$ cat src/rtl/gpm_pkg.sv
package gpm_pkg;

    typedef enum logic [1:0] {
        MODE_SINGLE  = 2'd0,
        MODE_EDGE    = 2'd1,
        MODE_SAMPLED = 2'd2,
        MODE_NONE    = 2'd3
    } mode_e;

    typedef enum logic [1:0] {
        ST_IDLE,
        ST_WAIT,
        ST_RUN,
        ST_HOLD
    } state_e;

    localparam int SYNC_LANES = 4;
    localparam int LANE_GATE_R = 0;
    localparam int LANE_GATE_F = 1;
    localparam int LANE_SRC    = 2;
    localparam int LANE_SMP    = 3;

endpackage

$ cat src/rtl/gpm_sync_edge.sv
module gpm_sync_edge #(
    parameter int N = 4
) (
    input  logic         clk,
    input  logic         rst,
    input  logic [N-1:0] din,
    output logic [N-1:0] rise
);
    // Per lane: two synchronizer flops plus one history flop.
    for (genvar i = 0; i < N; i++) begin : g_lane
        logic s1, s2, s3;
        always_ff @(posedge clk) begin
            if (rst) begin
                s1 <= 1'b0;
                s2 <= 1'b0;
                s3 <= 1'b0;
            end else begin
                s1 <= din[i];
                s2 <= s1;
                s3 <= s2;
            end
        end
        assign rise[i] = s2 & ~s3;
    end
endmodule

$ cat src/rtl/gpm_core.sv
module gpm_core
    import gpm_pkg::*;
#(
    parameter int W = 32
) (
    input  logic           clk,
    input  logic           rst,
    input  logic           arm,
    input  logic [1:0]     mode,
    input  logic           start_low,
    input  logic           g_rise,
    input  logic           g_fall,
    input  logic           s_rise,
    input  logic           k_rise,
    output logic           req,
    output logic [2*W-1:0] req_data,
    output logic           req_high,
    output logic           req_rep,
    output logic [W-1:0]   pair_h,
    output logic [W-1:0]   pair_l,
    output logic           pair_valid,
    output logic           sat_flag
);
    localparam logic [W-1:0] CMAX = '1;

    typedef struct packed {
        logic [W-1:0] hi;
        logic [W-1:0] lo;
    } pair_t;

    state_e       st;
    mode_e        md;
    logic [W-1:0] cnt, h_hold, l_hold;
    pair_t        last_pair, new_pair;
    logic         have_pair, fresh;
    logic         running, g_edge, st_edge, done, k_push;

    assign md       = mode_e'(mode);
    assign running  = (st == ST_RUN);
    assign g_edge   = g_rise | g_fall;
    assign st_edge  = start_low ? g_fall : g_rise;
    assign done     = running && st_edge;
    assign new_pair.hi = g_fall ? cnt : h_hold;
    assign new_pair.lo = g_rise ? cnt : l_hold;
    assign k_push   = (md == MODE_SAMPLED) && k_rise && (done || have_pair);

    always_comb begin
        req      = 1'b0;
        req_data = '0;
        req_high = 1'b0;
        req_rep  = 1'b0;
        if (md == MODE_EDGE && running && g_edge) begin
            req      = 1'b1;
            req_data = {{W{1'b0}}, cnt};
            req_high = g_fall;
        end else if (k_push) begin
            req      = 1'b1;
            req_data = done ? new_pair : last_pair;
            req_rep  = !(done || fresh);
        end
    end

    always_ff @(posedge clk) begin
        if (rst || !arm) begin
            st         <= ST_IDLE;
            cnt        <= '0;
            h_hold     <= '0;
            l_hold     <= '0;
            last_pair  <= '0;
            have_pair  <= 1'b0;
            fresh      <= 1'b0;
            pair_h     <= '0;
            pair_l     <= '0;
            pair_valid <= 1'b0;
            sat_flag   <= 1'b0;
        end else begin
            case (st)
                ST_IDLE: st <= ST_WAIT;
                ST_WAIT: begin
                    if (st_edge) begin
                        st  <= ST_RUN;
                        cnt <= s_rise ? W'(1) : '0;
                    end
                end
                ST_RUN: begin
                    if (g_edge) begin
                        cnt <= s_rise ? W'(1) : '0;
                        if (g_fall) h_hold <= cnt;
                        if (g_rise) l_hold <= cnt;
                        if (done) begin
                            last_pair <= new_pair;
                            have_pair <= 1'b1;
                            if (md == MODE_SINGLE) begin
                                pair_h     <= new_pair.hi;
                                pair_l     <= new_pair.lo;
                                pair_valid <= 1'b1;
                                st         <= ST_HOLD;
                            end
                        end
                    end else if (s_rise) begin
                        if (cnt == CMAX) sat_flag <= 1'b1;
                        else             cnt <= cnt + W'(1);
                    end
                end
                default: st <= st;
            endcase
            if (k_push)    fresh <= 1'b0;
            else if (done) fresh <= 1'b1;
        end
    end


    sat_set_chk: assert property (@(posedge clk) disable iff (rst)
        (arm && running && s_rise && !g_edge && cnt == CMAX) |=> sat_flag);


    sat_sticky_chk: assert property (@(posedge clk) disable iff (rst)
        (sat_flag && arm) |=> sat_flag);


    single_hold_chk: assert property (@(posedge clk) disable iff (rst)
        (pair_valid && arm) |=> (pair_valid && $stable(pair_h) && $stable(pair_l)));


    disarm_core_chk: assert property (@(posedge clk) disable iff (rst)
        !arm |=> (!pair_valid && !sat_flag && pair_h == '0 && pair_l == '0));
endmodule

$ cat src/rtl/gpm_wr_port.sv
module gpm_wr_port #(
    parameter int DW = 64
) (
    input  logic          clk,
    input  logic          rst,
    input  logic          arm,
    input  logic          req,
    input  logic [DW-1:0] req_data,
    input  logic          req_high,
    input  logic          req_rep,
    input  logic          fifo_full,
    output logic          fifo_wr,
    output logic [DW-1:0] fifo_data,
    output logic          fifo_high,
    output logic          fifo_repeat,
    output logic          overrun_flag
);
    always_ff @(posedge clk) begin
        if (rst || !arm) begin
            fifo_wr      <= 1'b0;
            fifo_data    <= '0;
            fifo_high    <= 1'b0;
            fifo_repeat  <= 1'b0;
            overrun_flag <= 1'b0;
        end else begin
            fifo_wr <= req && !fifo_full;
            if (req && !fifo_full) begin
                fifo_data   <= req_data;
                fifo_high   <= req_high;
                fifo_repeat <= req_rep;
            end
            if (req && fifo_full) overrun_flag <= 1'b1;
        end
    end


    no_write_when_full_chk: assert property (@(posedge clk) disable iff (rst)
        fifo_wr |-> $past(!fifo_full));


    overrun_sticky_chk: assert property (@(posedge clk) disable iff (rst)
        (overrun_flag && arm) |=> overrun_flag);


    disarm_port_chk: assert property (@(posedge clk) disable iff (rst)
        !arm |=> (!fifo_wr && !overrun_flag));
endmodule

$ cat src/rtl/gate_pulse_meter.sv
module gate_pulse_meter
    import gpm_pkg::*;
#(
    parameter int W = 32
) (
    input  logic           clk,
    input  logic           rst,
    input  logic           arm,
    input  logic [1:0]     mode,
    input  logic           start_low,
    input  logic           gate_in,
    input  logic           src_in,
    input  logic           smp_in,
    input  logic           fifo_full,
    output logic           fifo_wr,
    output logic [2*W-1:0] fifo_data,
    output logic           fifo_high,
    output logic           fifo_repeat,
    output logic [W-1:0]   pair_h,
    output logic [W-1:0]   pair_l,
    output logic           pair_valid,
    output logic           sat_flag,
    output logic           overrun_flag
);
    localparam int DW = 2 * W;

    logic [SYNC_LANES-1:0] raw, rise;
    logic                  req, req_high, req_rep;
    logic [DW-1:0]         req_data;

    // A falling Gate edge is detected as a rise on an inverted lane.
    always_comb begin
        raw              = '0;
        raw[LANE_GATE_R] = gate_in;
        raw[LANE_GATE_F] = ~gate_in;
        raw[LANE_SRC]    = src_in;
        raw[LANE_SMP]    = smp_in;
    end

    gpm_sync_edge #(.N(SYNC_LANES)) u_sync (
        .clk  (clk),
        .rst  (rst),
        .din  (raw),
        .rise (rise)
    );

    gpm_core #(.W(W)) u_core (
        .clk        (clk),
        .rst        (rst),
        .arm        (arm),
        .mode       (mode),
        .start_low  (start_low),
        .g_rise     (rise[LANE_GATE_R]),
        .g_fall     (rise[LANE_GATE_F]),
        .s_rise     (rise[LANE_SRC]),
        .k_rise     (rise[LANE_SMP]),
        .req        (req),
        .req_data   (req_data),
        .req_high   (req_high),
        .req_rep    (req_rep),
        .pair_h     (pair_h),
        .pair_l     (pair_l),
        .pair_valid (pair_valid),
        .sat_flag   (sat_flag)
    );

    gpm_wr_port #(.DW(DW)) u_port (
        .clk          (clk),
        .rst          (rst),
        .arm          (arm),
        .req          (req),
        .req_data     (req_data),
        .req_high     (req_high),
        .req_rep      (req_rep),
        .fifo_full    (fifo_full),
        .fifo_wr      (fifo_wr),
        .fifo_data    (fifo_data),
        .fifo_high    (fifo_high),
        .fifo_repeat  (fifo_repeat),
        .overrun_flag (overrun_flag)
    );
endmodule

$ cat config.mk
export PLATFORM = sky130hd
export DESIGN_NAME = gate_pulse_meter
export DESIGN_NICKNAME = d
export VERILOG_FILES = /design/src/rtl/gpm_pkg.sv /design/src/rtl/gpm_sync_edge.sv /design/src/rtl/gpm_core.sv /design/src/rtl/gpm_wr_port.sv /design/src/rtl/gate_pulse_meter.sv
export SDC_FILE = /design/constraint.sdc
export NUM_CORES = 1
export LEC_CHECK = 0
export CAP_MARGIN = 20
export CELL_PAD_IN_SITES_DETAIL_PLACEMENT = 2
export CELL_PAD_IN_SITES_GLOBAL_PLACEMENT = 2
export CORE_ASPECT_RATIO = 1.4
export CORE_MARGIN = 5
export CORE_UTILIZATION = 37
export CTS_CLUSTER_DIAMETER = 50
export CTS_CLUSTER_SIZE = 14
export DETAILED_ROUTE_END_ITERATION = 12
export PLACE_DENSITY_LB_ADDON = 0.2
export SLEW_MARGIN = 20
export SYNTH_ARGS = -nofsm -noshare
export SYNTH_HDL_FRONTEND = slang
export SYNTH_SLANG_ARGS = --single-unit
$ cat constraint.sdc
create_clock -name clk -period 3.82 [get_ports clk]
set_input_delay 0.764 -clock clk [delete_from_list [all_inputs] [get_ports clk]]
set_output_delay 0.764 -clock clk [all_outputs]
set_load 0.1 [all_outputs]
==> results of run 1 <==
[synthesized netlist by cell type (2+ instances only)]
master,count,share of area
o2bb2ai_1,32,0.023
nor3_2,2,0.0016
nand2_1,189,0.058
and3_1,4,0.0020
and2_1,2,0.0010
ha_1,4,0.0041
a31oi_1,6,0.0031
a21o_1,4,0.0024
buf_6,5,0.0046
dfxtp_1,310,0.51
a22o_1,32,0.023
a21oi_1,147,0.060
buf_1,13,0.0040
o21a_1,3,0.0018
mux2i_1,64,0.052
nor2b_1,15,0.0077
a311oi_2,10,0.012
o211ai_1,4,0.0024
nor3b_1,3,0.0018
a32o_1,4,0.0033
o211a_1,3,0.0024
o31ai_1,4,0.0024
nand4_1,12,0.0061
nor2_1,234,0.072
o21ai_0,49,0.020
nor3_1,14,0.0057
and4_1,4,0.0029
nand2b_1,5,0.0026
nand3_1,15,0.0061
inv_1,4,0.0012
a211oi_1,66,0.040
buf_2,23,0.0094
nor4_1,2,0.0010
clkbuf_1,95,0.029
or2_2,2,0.0010
[final cells by class]
cell class | instances | area [um2]
fill | 3650 | 17600
sequential | 310 | 6210
multi-input combinational | 960 | 5540
timing repair buffer | 195 | 1900
clock buffer | 44 | 1010
tap | 445 | 557
clock inverter | 14 | 161
inverter | 4 | 15.0
[stage by stage]
stage / cell area, um2 / hold slack, ns / instances / util
final: 15400 / 0.447 / 1972 / 0.466
after global routing: 15400 / 0.468 / 1972 / 0.466
after CTS: 15400 / 0.456 / 1972 / 0.466
after detailed placement: 14200 / 0.428 / 1914 / 0.431
after global placement: 14200 / 0.417 / 1914 / 0.430
after floorplan: 12300 / 0.414 / 1412 / -
[worst reg2reg max path: cells and delay by family (launching register included)]
family	cells	cell delay, ns
DFF	1	0.35
and+or+nand+nor	3	1.12
AOI/OAI and AO/OA	2	0.53
buffers and inverters	2	0.28
adders and majority gates	1	0.44
[routing by layer]
layer  share of wire  global-route usage  vias to the layer above
met5               0                   0                        -
met1            0.40               0.253                     5458
li1                -                   -                     5068
met2            0.55               0.434                      152
met3           0.026              0.0284                       58
met4           0.022              0.0620                        0
[power by group through the flow]
stage               Combinational [uW]  Sequential, uW  Clock, uW
floorplan                          118            3320          0
global placement                   187            3310          0
detailed placement                 192            3320          0
CTS                                194            3240       3530
global route                       205            3240       3670
finish                             192            3240       3450
[sequential cells by signal (all words and copies together), names as in the netlist, 4 cells and up]
| register | cells |
|---|---|
| u_sync.g_lane.s1 | 4 |
| u_core.h_hold | 32 |
| u_core.l_hold | 32 |
| u_sync.g_lane.s2 | 4 |
| u_core.pair_h | 32 |
| u_sync.g_lane.s3 | 4 |
| u_core.cnt | 32 |
| u_port.fifo_data | 64 |
| u_core.pair_l | 32 |
| u_core.last_pair | 64 |
[worst paths after layout]
check / from / slack [ns] / endpoint / cells after the start
worst max-delay path: u_core.sat_flag / 0.97 / sat_flag / 1
worst min register to register: u_sync.g_lane[3].s1 / 0.45 / u_sync.g_lane[3].s2 / 1
worst max register to register: u_core.st[0] / 1.02 / u_core.cnt[7] / 8
worst min-delay path: u_sync.g_lane[3].s1 / 0.45 / u_sync.g_lane[3].s2 / 1
[cell families (layout without fill, tap and decap cells)]
logic type,count (synthesis),in the layout,synth area share
AOI/OAI and AO/OA,378,378,0.210
and+or+nand+nor,513,513,0.178
muxes,65,65,0.0532
buffers and inverters,142,257,0.0493
adders and majority gates,4,4,0.00408
DFF,310,310,0.506
==> results.ini, run 1 <==
[layout]
final_cell_mix = 310 x dfxtp_1, 230 x nor2_1, 188 x nand2_1
nNetsFinal = 1519
drive_gt1_frac = 0.0969
final_common_cell = dfxtp_1
antenna_cells = 0
area_growth_pct = 25.5

[setup_path]
path_class = flop to output pin
cp-end-kind = output pin
path_max_fanout = 2
crit_arrival_ns = 2.09
crit_family = buffers and inverters
crit_chain = clkdlybuf4s50_1
slowest_delay_ns = 1.17
startpoint_type = flop
critPathSlowestCell = clkdlybuf4s50_1
worstPathRequired_ns = 3.06
path_buf_inv = 1

[drt]
wl_um = 41400
drc_errors = 0
first_pass_iters = 4
first_iter_violations = 483
viasPerCell = 5.44
vias = 10700
wl_per_cell_um = 21.0
ant_nets = 0

[hold_path]
hold_path.class = flop to flop

[pwr]
ir_drop_mv = 0.293
seqPwrFrac = 0.471
p_sw_uw = 1560
p_comb_frac = 0.028
switching_share = 0.227
leakage_uw = 0.00506
pwr_density_cell_nw_per_um2 = 447
power_uw = 6880
clock_power_share = 0.501
p_int_uw = 5320

[timing]
setup_slack_ns = 0.967
setup_viol = 0
max_freq_mhz = 351
finClkSkew_ns = 0.0173
setup_tns_ns = 0
rsz0062_at_grt = false
report.final.slew_viol_count = 0
fin_crit_ns = 2.85
fin_crit_sh = 0.747
final_hold_viol_count = 0
tightest_slew_ns = 1.05
slew_headroom = 0.297

[run_status]
status = finished clean

[synth]
synth_edf_count = 0
postSynthCellCount = 1412
async_flop_share = 0
synth_area_per_cell_um2 = 8.69
syn_area_um2 = 12300
ys_seq_area_frac = 0.506
ys_ff_latch = 310
synth_ff_type = dfxtp_1
synth_cell_types = 62
ys_warn_count = 0
synthesis.nets = 1426

[place]
dp_hpwl_um = 26600
port_buffers = 143
place_congestion = 0.775
place_worst_setup_slack_ns = 0.852

[grt]
grt_pass1_vias = 12100
grt_antenna_before_repair = 0
overflow = 0
grt_max_degree = 79
grtUsageTotal = 0.224
grt_pass1_wl_um = 66100

[clock_network]
clock_path_buffers = 3
cts_sinks = 310
postCtsSetupRepairBufs = 0
cts_root_buffer = clkbuf_16
clkTransAtPathRegs_ns = 0.06
cts_tree = done
cts_made_buffers = 34
clk_latency_ns = 0.53
postCtsHoldBufs = 0
cts_resized = 0
htreeDepth = 2

[floorplanning]
dieWidth_um = 164
io_pins = 144
core-area_um2 = 33000
start_util = 0.371
fp-row-count = 79
fp.dieH_um = 225
dieArea_um2 = 36900

[run]
drv_cap = 0

(Power assumes the default switching activity.)
==> run 2: changes to the inputs <==
Settings changed: CORE_UTILIZATION 37 to 31.
Clock period 3.82 ns to 2.6 ns, I/O delays scaled along.
==> run 2 against run 1 <==
Against the previous run: sequential power is 47% higher; final area is 0.78% higher; critical endpoint is now u_core.cnt[11]; setup slack worse by 0.75 ns; sequential share of layout area is 0.31 points lower; worst hold slack worse by 0.0095 ns; global-route usage is 3.6 points lower; final cell count is 5.8% higher; clock power is 47% higher; via count is 0.41% higher; highest routed layer unchanged; core utilization is 7.1 points lower.
==> results.ini, run 2 (synthesized netlist as in run 1, its figures left out) <==
[timing]
fin_crit_sh = 0.917
max_freq_mhz = 419
report.final.slew_viol_count = 0  ; unchanged
finClkSkew_ns = 0.0170  ; -0.000284 ns
final_hold_viol_count = 0  ; unchanged
slew_headroom = 0.677  ; +0.380
rsz0062_at_grt = false
setup_viol = 0  ; unchanged
fin_crit_ns = 2.39
tightest_slew_ns = 0.472  ; -0.580 ns

[layout]
final_util = 0.395  ; -0.0712
antenna_cells = 0  ; unchanged
nNetsFinal = 1552  ; +2.2%
final_cell_mix = 310 x dfxtp_1, 230 x nor2_1, 203 x buf_4
area_growth_pct = 26.4
drive_gt1_frac = 0.200  ; +0.103
reg_top3 = u_core.last_pair: 64 flops, u_port.fifo_data: 64 flops
final_common_cell = dfxtp_1

[setup_path]
crit_arrival_ns = 2.82  ; +0.73 ns
cp-end-kind = flop
path_class = flop to flop
critPathSlowestCell = or4_4
crit_chain = nand3_1 -> or4_4 -> nor4_4 -> a2111oi_4 -> buf_4 -> buf_4 -> a311oi_2
worstPathRequired_ns = 3.04  ; -0.02 ns
slowest_delay_ns = 0.59  ; -0.58 ns
cp_common_cell = buf_4
path_max_fanout = 15  ; +13
startpoint_type = flop

[run_status]
status = finished clean

[floorplanning]
fp-row-count = 86  ; +8.9%
dieWidth_um = 178  ; +8.7%
dieArea_um2 = 43700  ; +18%
start_util = 0.312  ; -0.0592
core-area_um2 = 39300  ; +19%
io_pins = 144  ; unchanged
fp.dieH_um = 245  ; +8.8%

[clock_network]
postCtsHoldBufs = 0  ; unchanged
htreeDepth = 2  ; unchanged
cts_sinks = 310  ; unchanged
postCtsSetupRepairBufs = 0  ; unchanged
clkTransAtPathRegs_ns = 0.06  ; about the same
cts_root_buffer = clkbuf_16
cts_tree = done
clk_latency_ns = 0.53  ; about the same
cts_made_buffers = 34  ; unchanged
cts_resized = 0  ; unchanged
clock_path_buffers = 3  ; unchanged

[hold_path]
hold_path.class = flop to flop

[grt]
grt_pass1_wl_um = 65600  ; -0.79%
grt_max_degree = 90  ; +14%
grt_pass1_vias = 11700  ; -3.0%
grt_antenna_before_repair = 0  ; unchanged
overflow = 0  ; unchanged
grtUsageTotal = 0.187  ; -0.0363

[place]
port_buffers = 143  ; unchanged
place_congestion = 0.803  ; +3.6%
dp_hpwl_um = 27700  ; +4.1%

[drt]
wl_per_cell_um = 19.8  ; -5.7%
first_pass_iters = 5  ; +1
first_iter_violations = 371  ; -23%
vias = 10800  ; +0.41%
ant_nets = 0  ; unchanged
drc_errors = 0  ; unchanged
wl_um = 41300  ; -0.25%
viasPerCell = 5.17  ; -5.1%

[pwr]
ir_drop_mv = 0.337  ; +15%
power_uw = 10100  ; +47%
pwr_density_cell_nw_per_um2 = 653  ; +46%
leakage_uw = 0.00555  ; +9.6%

[run]
drv_cap = 0  ; unchanged

==> run 2: cell types whose count changed in the layout (fill, tap and decap cells not counted), moves of 2 or more <==
cell,previous run,this run
buf_4,46,203
clkdlybuf4s50_1,143,9
buf_12,6,16
clkbuf_8,6,2
inv_8,1,4
clkinv_2,3,5
inv_6,3,1
==> run 2: final cells by class <==
| type | instances | area (um2) |
|---|---|---|
| Fill cell | 4333 | 23800 |
| Inverter | 4 | 15.0 |
| Clock inverter | 16 | 194 |
| Clock buffer | 41 | 961 |
| Sequential cell | 310 | 6210 |
| Multi-Input combinational cell | 960 | 5540 |
| Timing Repair Buffer | 228 | 1930 |
| Tap cell | 528 | 661 |
==> run 2: path summary, 6_finish.rpt <==
check                 startpoint  slack, ns             endpoint  depth (start not counted)
max               u_core.cnt[23]       0.21       u_core.cnt[11]                          7
min          u_sync.g_lane[0].s1       0.44  u_sync.g_lane[0].s2                          1
max reg2reg       u_core.cnt[23]       0.21       u_core.cnt[11]                          7
min reg2reg  u_sync.g_lane[0].s1       0.44  u_sync.g_lane[0].s2                          1
==> run 2: critical path: cells and delay by family (launching register included) <==
| kind | cells | cell delay [ns] |
|---|---|---|
| DFF | 1 | 0.39 |
| and+or+nand+nor | 3 | 1.23 |
| buffers and inverters | 2 | 0.40 |
| AOI/OAI and AO/OA | 2 | 0.29 |
==> run 2: through the flow <==
stage | hold slack, ns | instance area, um2 | TNS (ns) | worst slack, ns | cells
6_report | 0.437 | 15500 | 0 | 0.215 | 2087
4_1_cts | 0.441 | 15500 | 0 | 0.211 | 2087
3_5_place_dp | 0.431 | 14400 | -1.09 | -0.105 | 2030
2_1_floorplan | 0.414 | 12300 | 0 | 0.412 | 1412
3_3_place_gp | 0.419 | 14400 | 0 | 0.0379 | 2030
5_1_grt | 0.465 | 15500 | 0 | 0.123 | 2087
==> run 2: layer usage <==
metal  global-route usage  vias up  wire (um)
met5                    0        -          0
met4               0.0505        0        902
met3               0.0238       53       1200
met2                0.360      160      22500
met1                0.215     5434      16700
li1                     -     5133          -
==> run 2: power by group <==
group          switching, uW  internal [uW]  total (uW)
registers               6.27           4760        4760
logic                    200           95.4         296
clock network           2100           2970        5070
